`src/rtl/pwr_sup_pkg.sv`:
```
package pwr_sup_pkg;

    typedef enum logic [1:0] {
        PS_IDLE,
        PS_WAIT,
        PS_ON,
        PS_FAIL
    } pwr_state_e;

    localparam int unsigned STATUS_W = 8;

    localparam logic [7:0] SENSOR_TYPE_PWR_UNIT = 8'h01;
    localparam logic [3:0] OFS_PAYLOAD_OFF      = 4'h0;
    localparam logic [3:0] OFS_NO_RESPONSE      = 4'h5;

    typedef struct packed {
        logic [7:0] sensor_type;
        logic [7:0] data1;
    } sensor_evt_t;

    function automatic logic [STATUS_W-1:0] ofs_mask(input logic [3:0] ofs);
        logic [STATUS_W-1:0] m;
        m = '0;
        m[ofs[2:0]] = 1'b1;
        return m;
    endfunction

    function automatic sensor_evt_t make_evt(input logic [3:0] ofs);
        sensor_evt_t e;
        e.sensor_type = SENSOR_TYPE_PWR_UNIT;
        e.data1       = {4'h0, ofs};
        return e;
    endfunction

endpackage

```
`src/rtl/pwr_window_timer.sv`:
```
module pwr_window_timer #(
    parameter int unsigned WINDOW_TICKS = 100
) (
    input  logic clk,
    input  logic rst,
    input  logic run,
    output logic last_tick
);
    localparam int unsigned CNT_W = $clog2(WINDOW_TICKS + 1);
    localparam logic [CNT_W-1:0] LAST_CNT = CNT_W'(WINDOW_TICKS - 1);

    logic [CNT_W-1:0] cnt;

    always_ff @(posedge clk) begin
        if (rst || !run) begin
            cnt <= '0;
        end else if (cnt != LAST_CNT) begin
            cnt <= cnt + 1'b1;
        end
    end

    assign last_tick = run && (cnt == LAST_CNT);

endmodule

```
`src/rtl/pwr_seq_fsm.sv`:
```
module pwr_seq_fsm
    import pwr_sup_pkg::*;
(
    input  logic                clk,
    input  logic                rst,
    input  logic                activate_req,
    input  logic                deactivate_req,
    input  logic                power_good,
    input  logic                last_tick,
    output pwr_state_e          state,
    output logic                timeout_fire,
    output logic [STATUS_W-1:0] status
);
    pwr_state_e state_nxt;

    always_comb begin
        state_nxt    = state;
        timeout_fire = 1'b0;
        if (deactivate_req) begin
            state_nxt = PS_IDLE;
        end else begin
            unique case (state)
                PS_IDLE: if (activate_req) state_nxt = PS_WAIT;
                PS_WAIT: begin
                    if (power_good) begin
                        state_nxt = PS_ON;
                    end else if (last_tick) begin
                        state_nxt    = PS_FAIL;
                        timeout_fire = 1'b1;
                    end
                end
                default: state_nxt = state;
            endcase
        end
    end

    always_ff @(posedge clk) begin
        if (rst) state <= PS_IDLE;
        else     state <= state_nxt;
    end

    always_ff @(posedge clk) begin
        if (rst || deactivate_req) begin
            status <= ofs_mask(OFS_PAYLOAD_OFF);
        end else if (state == PS_WAIT && power_good) begin
            status <= status & ~ofs_mask(OFS_PAYLOAD_OFF);
        end else if (timeout_fire) begin
            status <= status | ofs_mask(OFS_NO_RESPONSE);
        end
    end

endmodule

```
`src/rtl/pwr_event_port.sv`:
```
module pwr_event_port
    import pwr_sup_pkg::*;
(
    input  logic       clk,
    input  logic       rst,
    input  logic       fire,
    input  logic [3:0] ofs,
    input  logic       ready,
    output logic       valid,
    output logic [7:0] sensor_type,
    output logic [7:0] data1
);
    sensor_evt_t rec;

    always_ff @(posedge clk) begin
        if (rst) begin
            valid <= 1'b0;
            rec   <= '0;
        end else if (fire && !valid) begin
            valid <= 1'b1;
            rec   <= make_evt(ofs);
        end else if (valid && ready) begin
            valid <= 1'b0;
        end
    end

    assign sensor_type = valid ? rec.sensor_type : 8'h00;
    assign data1       = valid ? rec.data1       : 8'h00;

endmodule

```
`src/rtl/pwr_supervisor.sv`:
```
module pwr_supervisor
    import pwr_sup_pkg::*;
#(
    parameter int unsigned TICKS_PER_SEC = 50_000_000,
    parameter int unsigned WINDOW_SEC    = 2
) (
    input  logic       clk,
    input  logic       rst,
    input  logic       activate_req,
    input  logic       deactivate_req,
    input  logic       power_good,
    input  logic       evt_ready,
    output logic       pwr_en,
    output logic [7:0] sensor_status,
    output logic       evt_valid,
    output logic [7:0] evt_sensor_type,
    output logic [7:0] evt_data1
);
    localparam int unsigned WINDOW_TICKS = TICKS_PER_SEC * WINDOW_SEC;

    pwr_state_e          state;
    logic                last_tick;
    logic                timeout_fire;
    logic [STATUS_W-1:0] status;

    pwr_window_timer #(.WINDOW_TICKS(WINDOW_TICKS)) i_timer (
        .clk       (clk),
        .rst       (rst),
        .run       (state == PS_WAIT),
        .last_tick (last_tick)
    );

    pwr_seq_fsm i_fsm (
        .clk            (clk),
        .rst            (rst),
        .activate_req   (activate_req),
        .deactivate_req (deactivate_req),
        .power_good     (power_good),
        .last_tick      (last_tick),
        .state          (state),
        .timeout_fire   (timeout_fire),
        .status         (status)
    );

    pwr_event_port i_evt (
        .clk         (clk),
        .rst         (rst),
        .fire        (timeout_fire),
        .ofs         (OFS_NO_RESPONSE),
        .ready       (evt_ready),
        .valid       (evt_valid),
        .sensor_type (evt_sensor_type),
        .data1       (evt_data1)
    );

    assign pwr_en        = (state != PS_IDLE);
    assign sensor_status = status;

endmodule

```
`config.mk`:
```
export PLATFORM = sky130hd
export DESIGN_NAME = pwr_supervisor
export DESIGN_NICKNAME = d
export VERILOG_FILES = /design/src/rtl/pwr_sup_pkg.sv /design/src/rtl/pwr_window_timer.sv /design/src/rtl/pwr_seq_fsm.sv /design/src/rtl/pwr_event_port.sv /design/src/rtl/pwr_supervisor.sv
export SDC_FILE = /design/constraint.sdc
export NUM_CORES = 1
export LEC_CHECK = 0
export ABC_AREA = 1
export BUFFER_PORTS_ARGS = -buffer_cell sky130_fd_sc_hd__buf_2
export CAP_MARGIN = 20
export CORE_MARGIN = 4
export CORE_UTILIZATION = 60
export DETAILED_ROUTE_END_ITERATION = 10
export GPL_TIMING_DRIVEN = 0
export PLACE_DENSITY = 0.82
export SYNTH_ARGS = -nofsm -noshare
export SYNTH_HDL_FRONTEND = slang
export SYNTH_SLANG_ARGS = --single-unit
```
`constraint.sdc`:
```
create_clock -name clk -period 2.3 [get_ports clk]
set_clock_uncertainty 0.05 [all_clocks]
set_input_delay 0.46 -clock clk [delete_from_list [all_inputs] [get_ports clk]]
set_output_delay 0.46 -clock clk [all_outputs]
set_load 0.05 [all_outputs]
```
==> flow_summary_export.csv, run 1 <==
group,metric,value,unit
power,p_leak,0.8707,nW
cts,ctsHtreeMaxLevel,2,
floorplan,die_h,65.85,µm
worst_setup_path,endpoint_kind,"output pin",
floorplan,fp.dieW,65.85,µm
yosys,netlist-cell-type-count,31,
timing,final-hold-violation-count,0,
finish,layout-drive-gt1-share,0.1916,
cts,cts.clk_slew.worst_paths,0.09,ns
run,drv_cap,0,
worst_setup_path,critPathKind,"register to output pin",
cts,postCtsHoldBufs,0,
timing,setup_violations,0,
place,dp.cells,371,
floorplan,die_area,4336,µm²
floorplan,ios,32,
power,power.density,460.8,nW/µm²
timing,rsz0062_at_grt,"false",
worst_setup_path,path_max_fanout,3,
worst_hold_path,holdPathEnd,"i_evt.valid",
routing,routed-via-count,1824,
finish,diodes,0,
yosys,synth_edf_count,0,
timing,fmax,593.8,MHz
worst_hold_path,hp-class,"input pin to register",
timing,setup_tns,0,ns
floorplan,rows,20,
floorplan,core,3128,µm²
place,place_hpwl,3472,µm
worst_setup_path,reg2reg_to,"i_timer.cnt[24]",
cts,clk_path_buf_depth,2,
routing,dr.pass1.iters,4,
worst_setup_path,max_stage_delay,0.35,ns
worst_hold_path,min_from,"rst",
timing,hold_ws,0.2810,ns
worst_setup_path,path_buf_inv,3,
cts,cts_buffers,5,
yosys,synth-async-reset-ratio,0,
global_routing,grt_max_degree,11,
worst_setup_path,cp_top_family,"buffers and inverters",
routing,wl_per_cell,11.17,µm
global_routing,grt_usage,0.2224,
floorplan,start_util,0.6420,
yosys,synth_warnings,0,
cts,clock-root-buffer,"clkbuf_4",
timing,final.period_utilization,0.7322,
routing,detail_route.iter0.violations,71,
routing,drc,0,
routing,drt-vias-per-instance,4.825,
status,status,"complete, no violations",
yosys,synth_cells,297,
yosys,synth_top_cell_area_share,0.3290,
yosys,syn-cell-area,2008,µm²
cts,cts_setup_buffers,0,
worst_setup_path,worstPathArrival,1.17,ns
place,numPortBuffers,12,
cts,worst_skew_pair.late_latency,0.33,ns
routing,routed_wl,4224,µm
global_routing,grt-ovfl-total,0,
finish,stdcell_count,378,
yosys,synth_top_area_cell,"dfxtp_1",
yosys,ys_seq_area_frac,0.3290,
finish,final_common_cell,"nand2_1",
cts,tritoncts,"built",
timing,drv_slew,0,
worst_setup_path,slowest_stage,"dfxtp_1",
yosys,syn_area_per_cell,6.762,µm²
yosys,synth_ff_type,"dfxtp_1",
cts,cts_resized,0,
worst_setup_path,r2r-start,"i_timer.cnt[1]",
yosys,synthTopCellsByArea,"dfxtp_1 (33%), nand2_1 (12%), nor2_1 (8.0%)",
finish,final_cell_mix,"nand2_1 (63), nor2_1 (43), dfxtp_1 (33)",
global_routing,grt_antenna_before_repair,0,
worst_setup_path,crit_path_cell_trace,"nand2_1 > inv_1 > buf_4 > buf_2",
worst_setup_path,ff2ff_setup_slack,0.65,ns
global_routing,grt_pass1_vias,1676,
cts,cts_sinks,33,
worst_setup_path,r2r_cells,8,
timing,period_minus_slack,1.684,ns
worst_setup_path,cp.required,1.79,ns
yosys,ys_seq_elements,33,
worst_setup_path,start_kind,"register",
global_routing,grt_pass1_wl,7245,µm
place,gp_congestion,0.9307,
power,ir_drop,0.0003558,V
finish,syn_to_final_growth,11.84,%
worst_hold_path,hold_depth,2,
routing,ant_nets,0,
finish,layout.nets,341,
[logic make-up (layout without fill, tap and decap cells)]
family | Yosys count | in the layout | synth area share
buf+inv | 57 | 76 | 0.1502
xor+xnor | 7 | 7 | 0.03053
flops | 33 | 33 | 0.3290
other cells | 1 | 19 | 0.001867
fa+ha+maj | 1 | 1 | 0.006230
compound gates | 36 | 36 | 0.09533
simple gates | 162 | 162 | 0.3869
[power by group]
group	switching (W)	internal [W]	leakage, nW
clock	0.000182	0.000144	0.0314
sequential	0.00000178	0.000574	0.266
combinational	0.0000987	0.0000345	0.573
total	0.000283	0.000752	0.871
[flip-flops by register name (all words and copies together) (netlist names)]
name,flops
i_fsm.state,2
i_evt.rec,1
i_evt.valid,1
i_fsm.status,2
i_timer.cnt,27
[synthesized netlist by cell type (2+ instances only)]
cell	number
xnor2_1	5
nor3_1	9
nand2_1	63
xor2_1	2
nor2_2	9
o21ai_0	8
o21a_1	2
inv_1	31
nor2_8	2
a21oi_1	24
nand2_2	2
nand3_1	18
buf_2	2
nand3_2	2
buf_4	21
dfxtp_1	33
nor2_1	43
nand4_1	8
[routing by layer]
layer  track usage  vias up  part of all wire
li1              -      982                 -
met1        0.2650      771              0.44
met4        0.1062        0             0.027
met2        0.3692       59              0.46
met3       0.05782       12             0.074
met5             0        -                 0
[metrics by stage]
step | power (W) | area (µm²) | setup WS (ns) | utilization
finish | 0.001035 | 2246 | 0.6159 | 0.7180
global route | 0.001086 | 2246 | 0.4926 | 0.7180
CTS | 0.001045 | 2246 | 0.5914 | 0.7180
detailed placement | 0.0007202 | 2191 | 0.6710 | 0.7004
global placement | 0.0007196 | 2191 | 0.7042 | 0.7004
floorplan | 0.0007073 | 2076 | 0.4304 | -
[worst max path at each step]
stage | slack (ns) | endpoint | cells after the start | start
after floorplan | 0.43 | evt_data1[2] | 3 | i_evt.valid
after global placement | 0.70 | i_timer.cnt[16] | 7 | i_timer.cnt[1]
after detailed placement | 0.67 | i_timer.cnt[24] | 8 | i_timer.cnt[1]
after CTS | 0.59 | evt_data1[2] | 4 | i_evt.valid
after global routing | 0.49 | evt_data1[2] | 4 | i_evt.valid
final | 0.62 | evt_data1[2] | 4 | i_evt.valid
[layout make-up]
type	count	area, µm²
multi-input cells	225	1114
fillers	301	882.1
flip-flops and latches	33	660.6
plain buffers	25	176.4
inverters	32	125.1
repair buffers	12	60.06
clock buffers	7	55.05
well taps	44	55.05
No activity file was read; power rests on OpenSTA's default activity.
==> inputs of run 2 (changes only) <==
--- a/config.mk
+++ b/config.mk
@@ -9,10 +9,10 @@
 export BUFFER_PORTS_ARGS = -buffer_cell sky130_fd_sc_hd__buf_2
 export CAP_MARGIN = 20
 export CORE_MARGIN = 4
-export CORE_UTILIZATION = 60
+export CORE_UTILIZATION = 51
 export DETAILED_ROUTE_END_ITERATION = 10
 export GPL_TIMING_DRIVEN = 0
-export PLACE_DENSITY = 0.82
+export PLACE_DENSITY = 0.74
 export SYNTH_ARGS = -nofsm -noshare
 export SYNTH_HDL_FRONTEND = slang
 export SYNTH_SLANG_ARGS = --single-unit
==> constraint.sdc (replaced) <==
create_clock -name clk -period 1.4 [get_ports clk]
set_clock_uncertainty 0.05 [all_clocks]
set_input_delay 0.28 -clock clk [delete_from_list [all_inputs] [get_ports clk]]
set_output_delay 0.28 -clock clk [all_outputs]
set_load 0.05 [all_outputs]
==> run 2 against run 1 <==
Largest power group unchanged. Cell count is 3.2% higher. Worst setup slack worse by 0.61 ns. Critical endpoint is now evt_sensor_type[0]. Die area is 15% higher. Non-clock buffer count is 8 higher. Critical path depth stayed put. Utilization is 2.5 points lower. Power is 84% higher. Sequential power is 63% higher. Wire length is 16% higher. Hold slack worse by 0.13 ns. Register-to-register slack worse by 0.64 ns.
==> flow_summary_export.csv, run 2 (synthesis gave the netlist of run 1 again) <==
group,metric,value,unit
cts,tritoncts,"built",
finish,layout-drive-gt1-share,0.3538,
worst_setup_path,endpoint_kind,"output pin",
worst_setup_path,slowest_stage,"dfxtp_2",
timing,setup_ws,0.004244,ns
worst_setup_path,path_buf_inv,3,
timing,setup_tns,0,ns
worst_hold_path,hold_depth,2,
cts,ctsHtreeMaxLevel,2,
global_routing,grt-ovfl-total,0,
floorplan,core,3744,µm²
global_routing,grt_max_degree,11,
global_routing,met3_usage,0.05682,
floorplan,die_area,5006,µm²
place,preCtsSetupSlack,-0.1383,ns
timing,setup_violations,0,
finish,largestRegisters,"i_timer.cnt: 27 flops, i_fsm.state: 2 flops, i_fsm.status: 2 flops",
floorplan,ios,32,
power,pwr-share-clk,0.385,
place,dp.cells,375,
worst_setup_path,worst-path-stages,4,
worst_setup_path,cp.required,1.07,ns
finish,layout.nets,349,
finish,final_common_cell,"nand2_1",
power,power.total,0.001900,W
cts,cts_sinks,33,
power,power.density,732.1,nW/µm²
floorplan,rows,22,
timing,period_minus_slack,1.396,ns
cts,clk_path_buf_depth,2,
worst_setup_path,max_stage_delay,0.32,ns
cts,postCtsHoldBufs,0,
routing,wl_per_cell,12.58,µm
global_routing,grt_usage,0.1895,
worst_hold_path,holdPathEnd,"i_evt.rec[8]",
global_routing,globalRouteMet2Util,0.2945,
global_routing,grt_pass1_wl,7500,µm
global_routing,grt_antenna_before_repair,0,
finish,regMostFlops,"i_timer.cnt",
status,status,"complete, no violations",
timing,drv_slew,0,
cts,clock-root-buffer,"clkbuf_8",
routing,detail_route.iter0.violations,89,
worst_setup_path,cp_top_family,"buffers and inverters",
worst_setup_path,start_kind,"register",
cts,cts_buffers,5,
power,pwr-share-seq,0.495,
worst_setup_path,reg2reg_to,"i_evt.valid",
finish,stdcell_count,390,
place,place_hpwl,3467,µm
routing,drt-vias-per-instance,4.995,
routing,routed_wl,4905,µm
routing,routed-via-count,1948,
finish,final_core_util,0.6932,
worst_setup_path,path_max_fanout,3,
worst_hold_path,hp-class,"input pin to register",
floorplan,die_h,70.75,µm
worst_setup_path,r2r-start,"i_timer.cnt[15]",
worst_setup_path,ff2ff_setup_slack,0.01,ns
timing,rsz0062_at_grt,"true",
finish,diodes,0,
power,pwr-share-comb,0.120,
global_routing,top_usage_layer,"met2",
global_routing,grt_pass1_vias,1672,
routing,dr.pass1.iters,4,
power,p_leak,0.9568,nW
finish,syn_to_final_growth,29.22,%
run,drv_cap,0,
power,power.share.switching,0.2704,
place,numPortBuffers,12,
worst_setup_path,crit_path_cell_trace,"nand2_2 > clkinvlp_4 > buf_6 > buf_8",
floorplan,fp.dieW,70.75,µm
finish,final_cell_mix,"nand2_1 (54), nor2_1 (33), inv_1 (28), buf_4 (28), a21oi_1 (22)",
timing,final.period_utilization,0.9970,
routing,drc,0,
worst_setup_path,critPathKind,"register to output pin",
power,ir_drop,0.0006548,V
worst_setup_path,r2r_cells,6,
cts,worst_skew_pair.late_latency,0.29,ns
worst_setup_path,worstPathArrival,1.07,ns
place,gp_congestion,0.9397,
worst_hold_path,min_from,"rst",
floorplan,start_util,0.5364,
power,p_int,0.001386,W
global_routing,grt_use_met1,0.2507,
timing,final-hold-violation-count,0,
finish,largest_register_ffs,27,
power,switching_power,0.0005136,W
timing,fmax,716.5,MHz
cts,cts.clk_slew.worst_paths,0.06,ns
routing,ant_nets,0,
-- run 2: through the flow --
stage	area, µm²	hold slack, ns
finish	2595	0.1550
global route	2595	0.1591
CTS	2386	0.1256
detailed placement	2212	0.3843
global placement	2212	0.3742
floorplan	2092	0.2917
-- run 2: area by class of cell --
cell class                      instances  area [µm²]
Multi-Input combinational cell        225        1289
Sequential cell                        33       693.2
Timing Repair Buffer                   20       145.1
Clock buffer                            7       86.33
Fill cell                             344        1149
Tap cell                               48       60.06
Inverter                               32       128.9
Buffer                                 25       192.7
-- run 2: worst register-to-register path, stage by stage, from the launching register on --
cell	delay, ns
dfxtp_2	0.39
nand2_1	0.14
nor2_4	0.18
nand3_1	0.10
nor2_2	0.13
nand4_1	0.15
a21oi_1	0.18
-- run 2: how the worst max path moves through the flow --
stage	start	endpoint	slack (ns)
3_5_place_dp	i_timer.cnt[0]	i_timer.cnt[8]	-0.14
2_1_floorplan	i_evt.valid	evt_data1[2]	-0.005
6_report	i_evt.rec[8]	evt_sensor_type[0]	0.004
4_1_cts	i_timer.cnt[11]	i_timer.cnt[26]	0.002
5_1_grt	i_timer.cnt[1]	i_timer.cnt[19]	-0.08
3_3_place_gp	i_timer.cnt[0]	i_timer.cnt[8]	-0.12
-- run 2: repair_timing --
item / in CTS / in global routing
resized for setup: 21 / 58
pin swaps: 4 / 21
setup buffers: 3 / 5
setup endpoints to repair: 30 / 36
-- run 2: per-layer routing --
metal | routed length [µm] | vias to the layer above
met5 | 0 | -
met4 | 63 | 0
met3 | 242 | 7
met2 | 2476 | 34
met1 | 2123 | 914
li1 | - | 993
-- run 2: power by group through the flow --
stage               sequential (W)  combinational, W  clock [W]
floorplan                 0.000968          0.000194          0
global placement          0.000967          0.000215          0
detailed placement        0.000967          0.000216          0
CTS                       0.000944          0.000217   0.000745
global route              0.000940          0.000241   0.000783
finish                    0.000940          0.000227   0.000732
